### src/rtl/lxl_pkg.sv
package lxl_pkg;
  localparam int PAGE_SH   = 12;
  localparam int REGION_SH = 20;
  localparam int IDX_W     = REGION_SH - PAGE_SH;

  typedef enum logic [1:0] {W_IDLE, W_STEP, W_LINK, W_ENTRY} walk_st_t;

  localparam logic [2:0] RA_CTRL  = 3'd0;
  localparam logic [2:0] RA_MODE  = 3'd1;
  localparam logic [2:0] RA_TBASE = 3'd2;
  localparam logic [2:0] RA_IBASE = 3'd3;
  localparam logic [2:0] RA_STAT  = 3'd4;

  localparam logic [8:0] SLOT_BACK = 9'd510;
  localparam logic [8:0] SLOT_FWD  = 9'd511;
endpackage

### src/rtl/lxl_regs.sv
module lxl_regs #(
  parameter int IAW = 32,
  parameter int PW  = 40
) (
  input  logic           clk,
  input  logic           rst,
  input  logic           wr_en,
  input  logic           rd_en,
  input  logic [2:0]     addr,
  input  logic [63:0]    wdata,
  output logic [63:0]    rdata,
  input  logic           walk_busy,
  input  logic           fault_evt,
  output logic           en,
  output logic           xlate,
  output logic [PW-1:0]  tbase,
  output logic [IAW-1:0] ibase
);
  import lxl_pkg::*;

  logic err_q;

  always_ff @(posedge clk) begin
    if (rst) begin
      en    <= 1'b0;
      xlate <= 1'b0;
      tbase <= '0;
      ibase <= '0;
      err_q <= 1'b0;
    end else begin
      if (wr_en) begin
        case (addr)
          RA_CTRL:  en <= wdata[0];
          RA_MODE:  if (!en) xlate <= wdata[0];
          RA_TBASE: if (!en) tbase <= {wdata[PW-1:PAGE_SH], {PAGE_SH{1'b0}}};
          RA_IBASE: if (!en) ibase <= {wdata[IAW-1:REGION_SH], {REGION_SH{1'b0}}};
          RA_STAT:  if (wdata[1]) err_q <= 1'b0;
          default: ;
        endcase
      end
      if (fault_evt) err_q <= 1'b1;
    end
  end

  always_ff @(posedge clk) begin
    if (rst) begin
      rdata <= '0;
    end else if (rd_en) begin
      case (addr)
        RA_CTRL:  rdata <= {63'd0, en};
        RA_MODE:  rdata <= {63'd0, xlate};
        RA_TBASE: rdata <= 64'(tbase);
        RA_IBASE: rdata <= 64'(ibase);
        RA_STAT:  rdata <= {62'd0, err_q, ~walk_busy};
        default:  rdata <= '0;
      endcase
    end
  end
endmodule

### src/rtl/lxl_walk.sv
module lxl_walk #(
  parameter int IAW = 32,
  parameter int PW  = 40
) (
  input  logic           clk,
  input  logic           rst,
  input  logic           en,
  input  logic           xlate,
  input  logic [PW-1:0]  tbase,
  input  logic [IAW-1:0] ibase,
  input  logic           req_valid,
  output logic           req_ready,
  input  logic [IAW-1:0] req_addr,
  output logic           rsp_valid,
  output logic           rsp_fault,
  output logic [PW-1:0]  rsp_addr,
  output logic           mem_req,
  output logic [PW-1:0]  mem_addr,
  input  logic           mem_rvalid,
  input  logic [63:0]    mem_rdata,
  output logic           busy,
  output logic           fault_evt
);
  import lxl_pkg::*;

  localparam int TNW = IAW - REGION_SH;
  localparam int BW  = PW - PAGE_SH;

  walk_st_t             st;
  logic [BW-1:0]        cur_base;
  logic [TNW-1:0]       cur_num;
  logic                 cache_vld;
  logic [TNW-1:0]       tgt;
  logic [IDX_W-1:0]     idx;
  logic [PAGE_SH-1:0]   low;
  logic                 go_fwd;
  logic [IAW-1:0]       offset;
  logic                 take;

  assign offset    = req_addr - ibase;
  assign req_ready = en && (st == W_IDLE);
  assign take      = req_valid && req_ready;
  assign busy      = (st != W_IDLE);

  always_ff @(posedge clk) begin
    if (rst) begin
      st        <= W_IDLE;
      cur_base  <= '0;
      cur_num   <= '0;
      cache_vld <= 1'b0;
      tgt       <= '0;
      idx       <= '0;
      low       <= '0;
      go_fwd    <= 1'b0;
      rsp_valid <= 1'b0;
      rsp_fault <= 1'b0;
      rsp_addr  <= '0;
      mem_req   <= 1'b0;
      mem_addr  <= '0;
      fault_evt <= 1'b0;
    end else begin
      rsp_valid <= 1'b0;
      mem_req   <= 1'b0;
      fault_evt <= 1'b0;
      case (st)
        W_IDLE: if (take) begin
          if (!xlate) begin
            rsp_valid <= 1'b1;
            rsp_fault <= 1'b0;
            rsp_addr  <= PW'(req_addr);
          end else if (req_addr < ibase) begin
            rsp_valid <= 1'b1;
            rsp_fault <= 1'b1;
            rsp_addr  <= '0;
            fault_evt <= 1'b1;
          end else begin
            tgt <= offset[IAW-1:REGION_SH];
            idx <= offset[REGION_SH-1:PAGE_SH];
            low <= req_addr[PAGE_SH-1:0];
            if (!cache_vld) begin
              cur_base  <= tbase[PW-1:PAGE_SH];
              cur_num   <= '0;
              cache_vld <= 1'b1;
            end
            st <= W_STEP;
          end
        end
        W_STEP: begin
          mem_req <= 1'b1;
          if (tgt > cur_num) begin
            mem_addr <= {cur_base, SLOT_FWD, 3'b000};
            go_fwd   <= 1'b1;
            st       <= W_LINK;
          end else if (tgt < cur_num) begin
            mem_addr <= {cur_base, SLOT_BACK, 3'b000};
            go_fwd   <= 1'b0;
            st       <= W_LINK;
          end else begin
            mem_addr <= {cur_base, 1'b0, idx, 3'b000};
            st       <= W_ENTRY;
          end
        end
        W_LINK: if (mem_rvalid) begin
          if (!mem_rdata[0]) begin
            rsp_valid <= 1'b1;
            rsp_fault <= 1'b1;
            rsp_addr  <= '0;
            fault_evt <= 1'b1;
            st        <= W_IDLE;
          end else begin
            cur_base <= mem_rdata[PW-1:PAGE_SH];
            cur_num  <= go_fwd ? cur_num + 1'b1 : cur_num - 1'b1;
            st       <= W_STEP;
          end
        end
        W_ENTRY: if (mem_rvalid) begin
          rsp_valid <= 1'b1;
          st        <= W_IDLE;
          if (!mem_rdata[0]) begin
            rsp_fault <= 1'b1;
            rsp_addr  <= '0;
            fault_evt <= 1'b1;
          end else begin
            rsp_fault <= 1'b0;
            rsp_addr  <= {mem_rdata[PW-1:PAGE_SH], low};
          end
        end
        default: st <= W_IDLE;
      endcase
      if (!en) cache_vld <= 1'b0;
    end
  end
endmodule

### src/rtl/chain_xlat.sv
module chain_xlat #(
  parameter int IAW = 32,
  parameter int PW  = 40
) (
  input  logic           clk,
  input  logic           rst,
  input  logic           cfg_wr,
  input  logic           cfg_rd,
  input  logic [2:0]     cfg_addr,
  input  logic [63:0]    cfg_wdata,
  output logic [63:0]    cfg_rdata,
  input  logic           req_valid,
  output logic           req_ready,
  input  logic [IAW-1:0] req_addr,
  output logic           rsp_valid,
  output logic           rsp_fault,
  output logic [PW-1:0]  rsp_addr,
  output logic           mem_req,
  output logic [PW-1:0]  mem_addr,
  input  logic           mem_rvalid,
  input  logic [63:0]    mem_rdata
);
  logic           en_w;
  logic           xlate_w;
  logic [PW-1:0]  tbase_w;
  logic [IAW-1:0] ibase_w;
  logic           busy_w;
  logic           fault_w;

  lxl_regs #(.IAW(IAW), .PW(PW)) regs_i (
    .clk(clk), .rst(rst), .wr_en(cfg_wr), .rd_en(cfg_rd), .addr(cfg_addr),
    .wdata(cfg_wdata), .rdata(cfg_rdata), .walk_busy(busy_w),
    .fault_evt(fault_w), .en(en_w), .xlate(xlate_w), .tbase(tbase_w),
    .ibase(ibase_w)
  );

  lxl_walk #(.IAW(IAW), .PW(PW)) walk_i (
    .clk(clk), .rst(rst), .en(en_w), .xlate(xlate_w), .tbase(tbase_w),
    .ibase(ibase_w), .req_valid(req_valid), .req_ready(req_ready),
    .req_addr(req_addr), .rsp_valid(rsp_valid), .rsp_fault(rsp_fault),
    .rsp_addr(rsp_addr), .mem_req(mem_req), .mem_addr(mem_addr),
    .mem_rvalid(mem_rvalid), .mem_rdata(mem_rdata), .busy(busy_w),
    .fault_evt(fault_w)
  );
endmodule

### config.mk
export PLATFORM = sky130hd
export DESIGN_NAME = chain_xlat
export DESIGN_NICKNAME = d
export VERILOG_FILES = /design/src/rtl/lxl_pkg.sv /design/src/rtl/lxl_regs.sv /design/src/rtl/lxl_walk.sv /design/src/rtl/chain_xlat.sv
export SDC_FILE = /design/constraint.sdc
export NUM_CORES = 1
export LEC_CHECK = 0
export BUFFER_PORTS_ARGS = -buffer_cell sky130_fd_sc_hd__buf_2
export CORE_MARGIN = 2
export CORE_UTILIZATION = 30
export CTS_CLUSTER_SIZE = 8
export DETAILED_ROUTE_END_ITERATION = 8
export PLACE_DENSITY_LB_ADDON = 0.1
export SKIP_CTS_REPAIR_TIMING = 1
export SLEW_MARGIN = 10
export SYNTH_ARGS = -nofsm -noshare
export SYNTH_HDL_FRONTEND = slang
export SYNTH_SLANG_ARGS = --single-unit
### constraint.sdc
create_clock -name clk -period 2.7 [get_ports clk]
set_input_delay 0.405 -clock clk [delete_from_list [all_inputs] [get_ports clk]]
set_output_delay 0.405 -clock clk [all_outputs]
set_load 0.005 [all_outputs]
==> results of run 1 <==
[flip-flops by register name, summed over array words and instances, names as in the netlist]
register	count
regs_i.en	1
regs_i.err_q	1
regs_i.ibase	12
regs_i.rdata	30
regs_i.tbase	28
regs_i.xlate	1
walk_i.cache_vld	1
walk_i.cur_base	28
walk_i.cur_num	12
walk_i.fault_evt	1
walk_i.go_fwd	1
walk_i.idx	8
walk_i.low	12
walk_i.mem_addr	37
walk_i.mem_req	1
walk_i.rsp_addr	40
walk_i.rsp_fault	1
walk_i.rsp_valid	1
walk_i.st	2
walk_i.tgt	12
[worst register-to-register path, stage by stage, from the launching register on]
cell and delay, ns:
dfxtp_4 0.37, ha_2 0.18, inv_1 0.05, fa_1 0.40, a211oi_2 0.22, nor2_1 0.11
a31o_2 0.32, o21ai_4 0.24, o21ai_4 0.15, clkbuf_16 0.23, a311oi_1 0.22
[where the power goes]
group,switching (W),leakage (nW),internal [W]
Combinational,0.000311,3.33,0.000197
Clock,0.00153,0.452,0.00232
Sequential,0.0000215,1.85,0.00343
Total,0.00186,5.64,0.00594
[placed cells by master (no fill, tap or decap), types with 5 or more instances in the layout]
| cell type | count |
|---|---|
| a21oi_1 | 133 |
| ha_1 | 31 |
| clkbuf_16 | 38 |
| a21o_1 | 8 |
| a211oi_1 | 35 |
| o311a_1 | 31 |
| o211ai_1 | 12 |
| dfxtp_1 | 229 |
| o221a_2 | 7 |
| a311oi_1 | 20 |
| nor3_1 | 17 |
| or3_1 | 5 |
| buf_12 | 7 |
| nand2b_1 | 6 |
| nand2_1 | 245 |
| buf_2 | 209 |
| xnor2_1 | 8 |
| nand3_1 | 20 |
| nor2b_1 | 6 |
| and3_1 | 6 |
| buf_4 | 61 |
| inv_1 | 31 |
| o21ai_0 | 45 |
| nor2_1 | 76 |
| conb_1 | 37 |
| mux2i_1 | 36 |
| a22oi_1 | 47 |
| a311oi_2 | 9 |
[final timing paths]
path / to / cells past startpoint / from / slack [ns]
setup / recovery: walk_i.cur_base[8] / 10 / regs_i.ibase[20] / 0.12
hold / removal: regs_i.tbase[39] / 3 / cfg_wdata[39] / 0.14
setup reg to reg: walk_i.cur_base[8] / 10 / regs_i.ibase[20] / 0.12
hold reg to reg: walk_i.mem_addr[19] / 2 / walk_i.mem_addr[19] / 0.45
[through the flow]
step / std cells / util, % / instance area (sq um) / hold WS, ns / power (W)
after floorplan: 1314 / - / 10800 / 0.411 / 0.00380
after global placement: 1912 / 35.1 / 12400 / 0.443 / 0.00402
after detailed placement: 1912 / 35.1 / 12400 / 0.446 / 0.00402
after CTS: 1950 / 37.7 / 13300 / 0.121 / 0.00789
after global routing: 1961 / 38.3 / 13500 / 0.134 / 0.00807
final: 1961 / 38.3 / 13500 / 0.136 / 0.00780
[logic make-up (layout without fill, tap and decap cells)]
kind of cell	after synthesis	count (layout)	share of synthesized area, %
and+or+nand+nor	411	411	16.3
AOI/OAI and AO/OA	384	384	24.6
DFF	230	230	43.0
buffers and inverters	170	354	7.56
adders and majority gates	36	36	4.35
muxes	36	36	3.36
xor gates and xnor gates	10	10	0.818
other	1	39	0.0350
[area by class of cell]
cell class | count | area share [%]
clock inverter | 2 | 0.240
sequential | 230 | 34.0
clock buffer | 36 | 6.57
timing repair buffer | 284 | 13.0
inverter | 32 | 0.887
multi-input combinational | 914 | 41.0
antenna | 2 | 0.0369
tap | 461 | 4.26
[layer usage]
layer  up-vias  track usage [%]  share of wire (%)  wire length [um]
met2       251             29.8                 44             16700
met3        54             3.20                4.7              1800
met4         2             5.57                2.3               875
met5         -                0              0.034                13
met1      4666             28.4                 49             18800
li1       4926                -                  -                 -
==> key figures, run 1 <==
Outcome
  • Status: completed

Setup path
  • CP max stage cell: fa_1
  • Crit path max fanout: 14
  • Crit start category: flop
  • Critical Path, Cell by Cell: ha_2, inv_1, fa_1, a211oi_2, nor2_1, a31o_2, o21ai_4, o21ai_4, clkbuf_16, a311oi_1
  • Worst setup EP type: flop
  • Crit path DAT: 3.00 ns
  • Worst path max stage delay: 0.40 ns
  • CP top delay family: compound AO/OA/AOI/OAI gates
  • Buf+Inv Stages, Crit Path: 2
  • Req. time, crit path: 3.12 ns
  • Most frequent CP cell: o21ai_4
  • Setup CP Type: flop to flop

Clock network
  • Clock-pin slew on the worst setup and hold paths: 0.05 ns
  • Clk buf depth: 3
  • Clock sink count: 230
  • Worst-Skew Late Latency: 0.51 ns
  • CTS H-tree depth: 2
  • CTS tree: yes
  • CTS root buf: clkbuf_16
  • CTS Buf Count: 34

STA
  • Final period util: 95.6%
  • Final Setup Violations: 0
  • Final WS setup: 0.118 ns
  • Max Clock Skew: 0.0141 ns
  • Max Clk Rate: 387 MHz
  • Max-slew headroom: 53.4%
  • RSZ-0062 raised after global routing: no
  • Setup_tns: 0 ns
  • Worst slew pin tran: 0.682 ns
  • Fin crit period: 2.58 ns
  • Final hold vios: 0
  • Max-slew violations: 0

Power
  • Pleak: 5.64 nW
  • Power Density: 576 nW/um^2
  • Maximum vdd drop: 349 uV

Global routing
  • Largest net degree at the start of global routing: 63
  • First-pass GRT wire length: 55.9 mm
  • Initial antenna violation count: 3
  • Gr ovfl total: 0
  • Vias in the first global route: 9,302
  • Gr usage total: 19.6%

Synth
  • Netlist cell types: 65
  • Syn_area_per_cell: 8.38 sq um
  • Share of the synthesized area in the top cell type: 43.0%
  • Synth top cells by count: nand2_1, dfxtp_1, a21oi_1
  • Syn. warnings: 0
  • Synth area leader: dfxtp_1
  • Synth top area cells: dfxtp_1, nand2_1, a21oi_1
  • Synth Instances: 1,278
  • Post-synth ARST share: 0%
  • Synth Register Bits: 230
  • Synth Flop Type: dfxtp_1
  • Most common cell in the synthesized netlist: nand2_1
  • Post-synth EDFFs: 0
  • Netlist Area Pre-Place: 10,700 sq um
  • Register area share after synthesis: 43.0%

Placement
  • Final GP Congestion: 0.829
  • Post-DP HPWL: 27.0 mm
  • Place WS: -0.134 ns
  • Port bufs: 210

Floorplan
  • Die height: 193 um
  • Die Width: 193 um
  • I/O pin cnt: 317
  • Initial Util: 30.3%
  • Core Footprint: 35,400 sq um
  • Row count: 69
  • Die area: 37,200 sq um

Detailed routing
  • DR vias: 9,899
  • DRC viols: 0
  • Final WL: 38.1 mm
  • DR WL/cell: 19.5 um
  • Post-route ant nets: 0
  • Initial DRC count: 596
  • Vias per inst: 5.05
  • Pre-antenna DRT Iters: 5

Worst hold path
  • Type of the worst min-delay path: input port to flop

Layout
  • NumNets Final: 1,701
  • Register Area: 4610 sq um
  • Layout cell share with drive strength beyond 1: 24.3%
  • Multi-input logic area: 5550 sq um
  • Synth-to-Final Area Change: 26.5%
  • Fillers: 3,805

Flow run
  • Max-cap violations: 0
Note: power is estimated with default switching activity, not from simulation.
==> run 2: changes to the inputs <==
REMOVE_ABC_BUFFERS = 1   (was not set)
==> key figures, run 2 (synthesis results as in run 1) <==
STA
  • Max-slew headroom: 52.4% (-0.98 points)
  • RSZ-0062 raised after global routing: no
  • Final period util: 94.3% (-1.4 points)
  • Final Setup Violations: 0 (unchanged)
  • Final hold vios: 0 (unchanged)
  • Worst slew pin tran: 0.712 ns (+0.0306 ns)
  • Max Clk Rate: 393 MHz (+1.4%)
  • Final WS setup: 0.155 ns (+0.0365 ns)
  • Max-slew violations: 0 (unchanged)
  • Fin crit period: 2.55 ns (-0.0365 ns)
  • Max Clock Skew: 0.0157 ns (+0.00167 ns)

Layout
  • Fin util: 38.3% (unchanged)
  • Max reg flops: 40 (unchanged)
  • Layout cell share with drive strength beyond 1: 23.9% (-0.36 points)
  • Most flops, register: walk_i.rsp_addr
  • Multi-input logic area: 5570 sq um (+0.32%)
  • Register Area: 4610 sq um (about the same)
  • Synth-to-Final Area Change: 26.5% (unchanged)
  • NumNets Final: 1,690 (-0.65%)
  • Non-Filler Instances: 1,950 (-0.56%)
  • Commonest cells after routing, fill and taps aside: nand2_1, dfxtp_1, buf_2
  • Fillers: 3,736 (-1.8%)
  • Top Registers: walk_i.rsp_addr: 40 flops, walk_i.mem_addr: 37 flops, regs_i.rdata: 30 flops
  • Commonest non-fill, non-tap cell in the layout: nand2_1

Worst hold path
  • Type of the worst min-delay path: input port to flop

Detailed routing
  • Met3 WL: 1.66 mm (-7.9%)
  • Initial DRC count: 497 (-17%)
  • Vias per inst: 5.04 (about the same)
  • Pre-antenna DRT Iters: 5 (unchanged)
  • Post-route ant nets: 0 (unchanged)
  • DRC viols: 0 (unchanged)
  • Final WL: 37.3 mm (-2.2%)
  • M1 WL: 17.6 mm (-6.3%)
  • DR vias: 9,837 (-0.63%)
  • Top layer in use: met5
  • DR WL/cell: 19.1 um (-1.6%)
  • Wire length on met2: 17.5 mm (+4.7%)

Setup path
  • Crit start category: flop
  • Worst setup EP type: flop
  • Crit path DAT: 2.94 ns (-0.06 ns)
  • Critical Path, Cell by Cell: ha_4, inv_1, fa_1, a211oi_2, nor2_1, a31o_2, nor3_4, buf_6, buf_4, o21ai_0, o311a_1
  • Req. time, crit path: 3.09 ns (-0.03 ns)
  • Setup CP Type: flop to flop
  • Crit path max fanout: 10 (-4)
  • CP top delay family: compound AO/OA/AOI/OAI gates
  • Buf+Inv Stages, Crit Path: 3 (+1)
  • CP max stage cell: fa_1
  • Worst path max stage delay: 0.39 ns (about the same)

Placement
  • Final GP Congestion: 0.800 (-3.5%)
  • Post-DP HPWL: 25.0 mm (-7.2%)
  • Placed insts: 1,905 (-0.37%)
  • Port bufs: 210 (unchanged)
  • Place WS: -0.217 ns (-0.0834 ns)

Floorplan
  • Die Width: 193 um (unchanged)
  • I/O pin cnt: 317 (unchanged)
  • Core Footprint: 35,400 sq um (unchanged)
  • Row count: 69 (unchanged)
  • Initial Util: 30.3% (unchanged)
  • Die area: 37,200 sq um (unchanged)
  • Die height: 193 um (unchanged)

Power
  • Power Density: 572 nW/um^2 (-0.62%)
  • Maximum vdd drop: 390 uV (+11%)
  • Pleak: 5.61 nW (-0.51%)

Global routing
  • First-pass GRT wire length: 55.4 mm (-0.98%)
  • Gr usage total: 19.4% (-0.18 points)
  • Initial antenna violation count: 3 (unchanged)
  • Vias in the first global route: 9,451 (+1.6%)
  • Largest net degree at the start of global routing: 63 (unchanged)
  • Gr ovfl total: 0 (unchanged)

Clock network
  • CTS tree: yes
  • CTS Buf Count: 34 (unchanged)
  • CTS H-tree depth: 2 (unchanged)
  • Clock-pin slew on the worst setup and hold paths: 0.05 ns (about the same)
  • Worst-Skew Late Latency: 0.52 ns (about the same)
  • Clock sink count: 230 (unchanged)
  • CTS root buf: clkbuf_16
  • Clk buf depth: 3 (unchanged)

Outcome
  • Status: completed

Flow run
  • Max-cap violations: 0 (unchanged)
## run 2: metrics by stage
| step | total power [W] | hold slack [ns] | area, sq um | setup TNS, ns |
|---|---|---|---|---|
| 2_1_floorplan | 0.00371 | 0.405 | 10200 | -88.41 |
| 3_3_place_gp | 0.00399 | 0.420 | 12500 | -14.28 |
| 3_5_place_dp | 0.00399 | 0.421 | 12500 | -14.89 |
| 4_1_cts | 0.00786 | 0.103 | 13400 | -0.000392 |
| 5_1_grt | 0.00806 | 0.125 | 13500 | 0 |
| 6_report | 0.00776 | 0.125 | 13500 | 0 |
## run 2: cell type report
type	count	area share [%]
Multi-Input combinational cell	914	41.1
Sequential cell	230	34.0
Timing Repair Buffer	273	12.9
Clock inverter	2	0.240
Tap cell	461	4.26
Inverter	32	0.887
Antenna cell	2	0.0369
Clock buffer	36	6.57
## run 2: path summary, 6_finish.rpt
check | startpoint | cells after the start | slack [ns] | endpoint
worst min-delay path | cfg_wdata[34] | 3 | 0.13 | regs_i.tbase[34]
worst max-delay path | regs_i.ibase[20] | 11 | 0.15 | walk_i.rsp_addr[25]
worst max register to register | regs_i.ibase[20] | 11 | 0.15 | walk_i.rsp_addr[25]
worst min register to register | walk_i.fault_evt | 2 | 0.42 | regs_i.err_q
## run 2: routing by layer
metal | GRT usage (%) | vias to the layer above
li1 | - | 4896
met1 | 26.2 | 4691
met2 | 31.9 | 211
met3 | 3.48 | 37
met4 | 5.10 | 2
met5 | 0 | -
## run 2: power breakdown
part / internal (W) / switching [W] / leakage, nW
logic: 0.000188 / 0.000294 / 3.30
clock network: 0.00231 / 0.00151 / 0.452
registers: 0.00343 / 0.0000182 / 1.85
total: 0.00593 / 0.00182 / 5.61
## run 2: worst min-delay path, stage by stage
cell and delay, ns:
buf_2 0.09, nand2_1 0.04, a21oi_1 0.05
==> run 3: changes to the inputs <==
BUFFER_PORTS_ARGS = not set   (was -buffer_cell sky130_fd_sc_hd__buf_2)
DONT_BUFFER_PORTS = 1   (was not set)
==> key figures, run 3 (synthesis results as in run 1) <==
Outcome
  • Status: finished with violations
  • Failing checks: negative hold slack

Setup path
  • Crit path DAT: 2.99 ns (+0.05 ns)
  • Worst setup EP type: flop
  • CP max stage cell: a311oi_2
  • Worst path max stage delay: 0.45 ns (+0.06 ns)
  • Setup CP Type: flop to flop
  • Crit path max fanout: 20 (+10)
  • R2R cell count: 10 (-1)
  • Critical Path, Cell by Cell: inv_1, ha_1, nand2_1, or2_1, a311oi_2, nor3_4, buf_4, clkbuf_16, buf_4, o311a_1
  • Req. time, crit path: 3.11 ns (+0.02 ns)
  • Most frequent CP cell: buf_4
  • Crit start category: flop

Clock network
  • Clock-pin slew on the worst setup and hold paths: 0.05 ns (about the same)
  • Worst-Skew Late Latency: 0.53 ns (about the same)
  • CTS root buf: clkbuf_16
  • CTS H-tree depth: 2 (unchanged)
  • Clk buf depth: 3 (unchanged)
  • CTS Buf Count: 35 (+2.9%)
  • Clock sink count: 230 (unchanged)
  • CTS tree: yes

Detailed routing
  • Vias per inst: 5.26 (+4.2%)
  • DRC viols: 0 (unchanged)
  • Pre-antenna DRT Iters: 5 (unchanged)
  • Post-route ant nets: 0 (unchanged)
  • DR WL/cell: 21.7 um (+13%)
  • DR vias: 9,197 (-6.5%)
  • Final WL: 37.9 mm (+1.6%)
  • Initial DRC count: 580 (+17%)

Layout
  • Register Area: 4610 sq um (unchanged)
  • Max reg flops: 40 (unchanged)
  • Commonest cells after routing, fill and taps aside: nand2_1, dfxtp_1, a21oi_1
  • Top Registers: walk_i.rsp_addr: 40 flops, walk_i.mem_addr: 37 flops, regs_i.rdata: 30 flops
  • Synth-to-Final Area Change: 17.0%
  • Most flops, register: walk_i.rsp_addr
  • Fin util: 35.4% (-2.9 points)
  • NumNets Final: 1,486 (-12%)
  • Fillers: 3,708 (-0.75%)
  • Multi-input logic area: 5570 sq um (about the same)
  • Layout cell share with drive strength beyond 1: 11.2% (-13 points)
  • Antenna cells: 0 (-2)
  • Post-route cell area: 12,500 sq um (-7.5%)
  • Commonest non-fill, non-tap cell in the layout: nand2_1

Placement
  • Post-DP HPWL: 24.6 mm (-1.9%)
  • Place WS: -0.0962 ns (+0.121 ns)
  • Port bufs: 0 (-100%)
  • Dpl cell area: 11,300 sq um (-9.2%)
  • Final GP Congestion: 0.756 (-5.5%)

Global routing
  • Gr usage total: 19.5% (+0.095 points)
  • Gr ovfl total: 0 (unchanged)
  • First-pass GRT wire length: 54.6 mm (-1.4%)
  • Initial antenna violation count: 0 (-3)
  • Largest net degree at the start of global routing: 190 (+200%)
  • Vias in the first global route: 8,740 (-7.5%)

STA
  • Final hold vios: 1 (+1)
  • Max-slew headroom: 53.2% (+0.82 points)
  • Final Setup Violations: 0 (unchanged)
  • Fin crit period: 2.58 ns (+0.0322 ns)
  • Worst slew pin tran: 0.699 ns (-0.0130 ns)
  • Worst Hold Slack: -0.00486 ns (-0.130 ns)
  • Max Clk Rate: 388 MHz (-1.2%)
  • Final period util: 95.5% (+1.2 points)
  • Max Clock Skew: 0.0197 ns (+0.00396 ns)
  • RSZ-0062 raised after global routing: yes
  • Final WS setup: 0.123 ns (-0.0322 ns)
  • Max-slew violations: 0 (unchanged)

Floorplan
  • Core Footprint: 35,400 sq um (unchanged)
  • Die area: 37,200 sq um (unchanged)
  • Row count: 69 (unchanged)
  • I/O pin cnt: 317 (unchanged)
  • Die height: 193 um (unchanged)
  • Die Width: 193 um (unchanged)
  • Initial Util: 30.3% (unchanged)

Power
  • Pleak: 4.61 nW (-18%)
  • Net Sw Frac: 23.1% (-0.45 points)
  • Clock power frac: 51.5% (+2.2 points)
  • Logic gate share of total power: 4.0% (-2.2 points)
  • Power Density: 618 nW/um^2 (+8.0%)
  • Switching Power: 0.00179 W (-2.0%)
  • P_int: 0.00596 W (+0.51%)
  • Sequential group share of total power: 44.5% (about the same)
  • Maximum vdd drop: 400 uV (+2.6%)

Worst hold path
  • Type of the worst min-delay path: input port to flop
  • Hold path depth: 1 (-2)

Flow run
  • Max-cap violations: 0 (unchanged)
==> run 3: critical path, delay by kind of cell, from the launching register on <==
kind | cells | cell delay (ns)
AOI/OAI and AO/OA | 2 | 0.77
buffers and inverters | 4 | 0.56
and+or+nand+nor | 3 | 0.40
adders and majority gates | 1 | 0.36
DFF | 1 | 0.35
==> run 3: worst paths after layout <==
check                                            to             start  slack [ns]
worst max register to register  walk_i.rsp_addr[19]  regs_i.ibase[29]        0.12
worst max-delay path            walk_i.rsp_addr[19]  regs_i.ibase[29]        0.12
worst min-delay path                  walk_i.idx[1]               rst      -0.005
worst min register to register         regs_i.err_q  walk_i.fault_evt        0.43
==> run 3: cell type report <==
class                   count  share of cell area (%)
clock buffers              42                    7.45
clock inverters             3                   0.240
inverters                  32                   0.958
multi-input cells         914                    44.5
flip-flops and latches    230                    36.8
well taps                 461                    4.60
repair buffers             68                    5.53
==> run 3: power groups by stage <==
stage	Sequential [W]	Combinational, W	Clock (W)
global placement	0.00352	0.000287	0
CTS	0.00345	0.000289	0.00412
floorplan	0.00351	0.000199	0
finish	0.00345	0.000306	0.00399
detailed placement	0.00352	0.000288	0
global route	0.00345	0.000342	0.00425
==> run 3: metrics by stage <==
stage / setup TNS (ns) / std cells / total power, W
after floorplan: -88.41 / 1176 / 0.00371
after global placement: -4.03 / 1689 / 0.00381
after detailed placement: -4.86 / 1689 / 0.00381
after CTS: -0.434 / 1734 / 0.00786
after global routing: -0.106 / 1750 / 0.00804
final: 0 / 1750 / 0.00775
==> run 3: per-layer routing <==
| metal | vias up | track usage [%] | routed length (um) |
|---|---|---|---|
| met3 | 52 | 5.01 | 2500 |
| met2 | 244 | 31.2 | 17600 |
| li1 | 4494 | - | - |
| met1 | 4407 | 25.5 | 17000 |
| met5 | - | 0 | 0 |
| met4 | 0 | 6.41 | 833 |
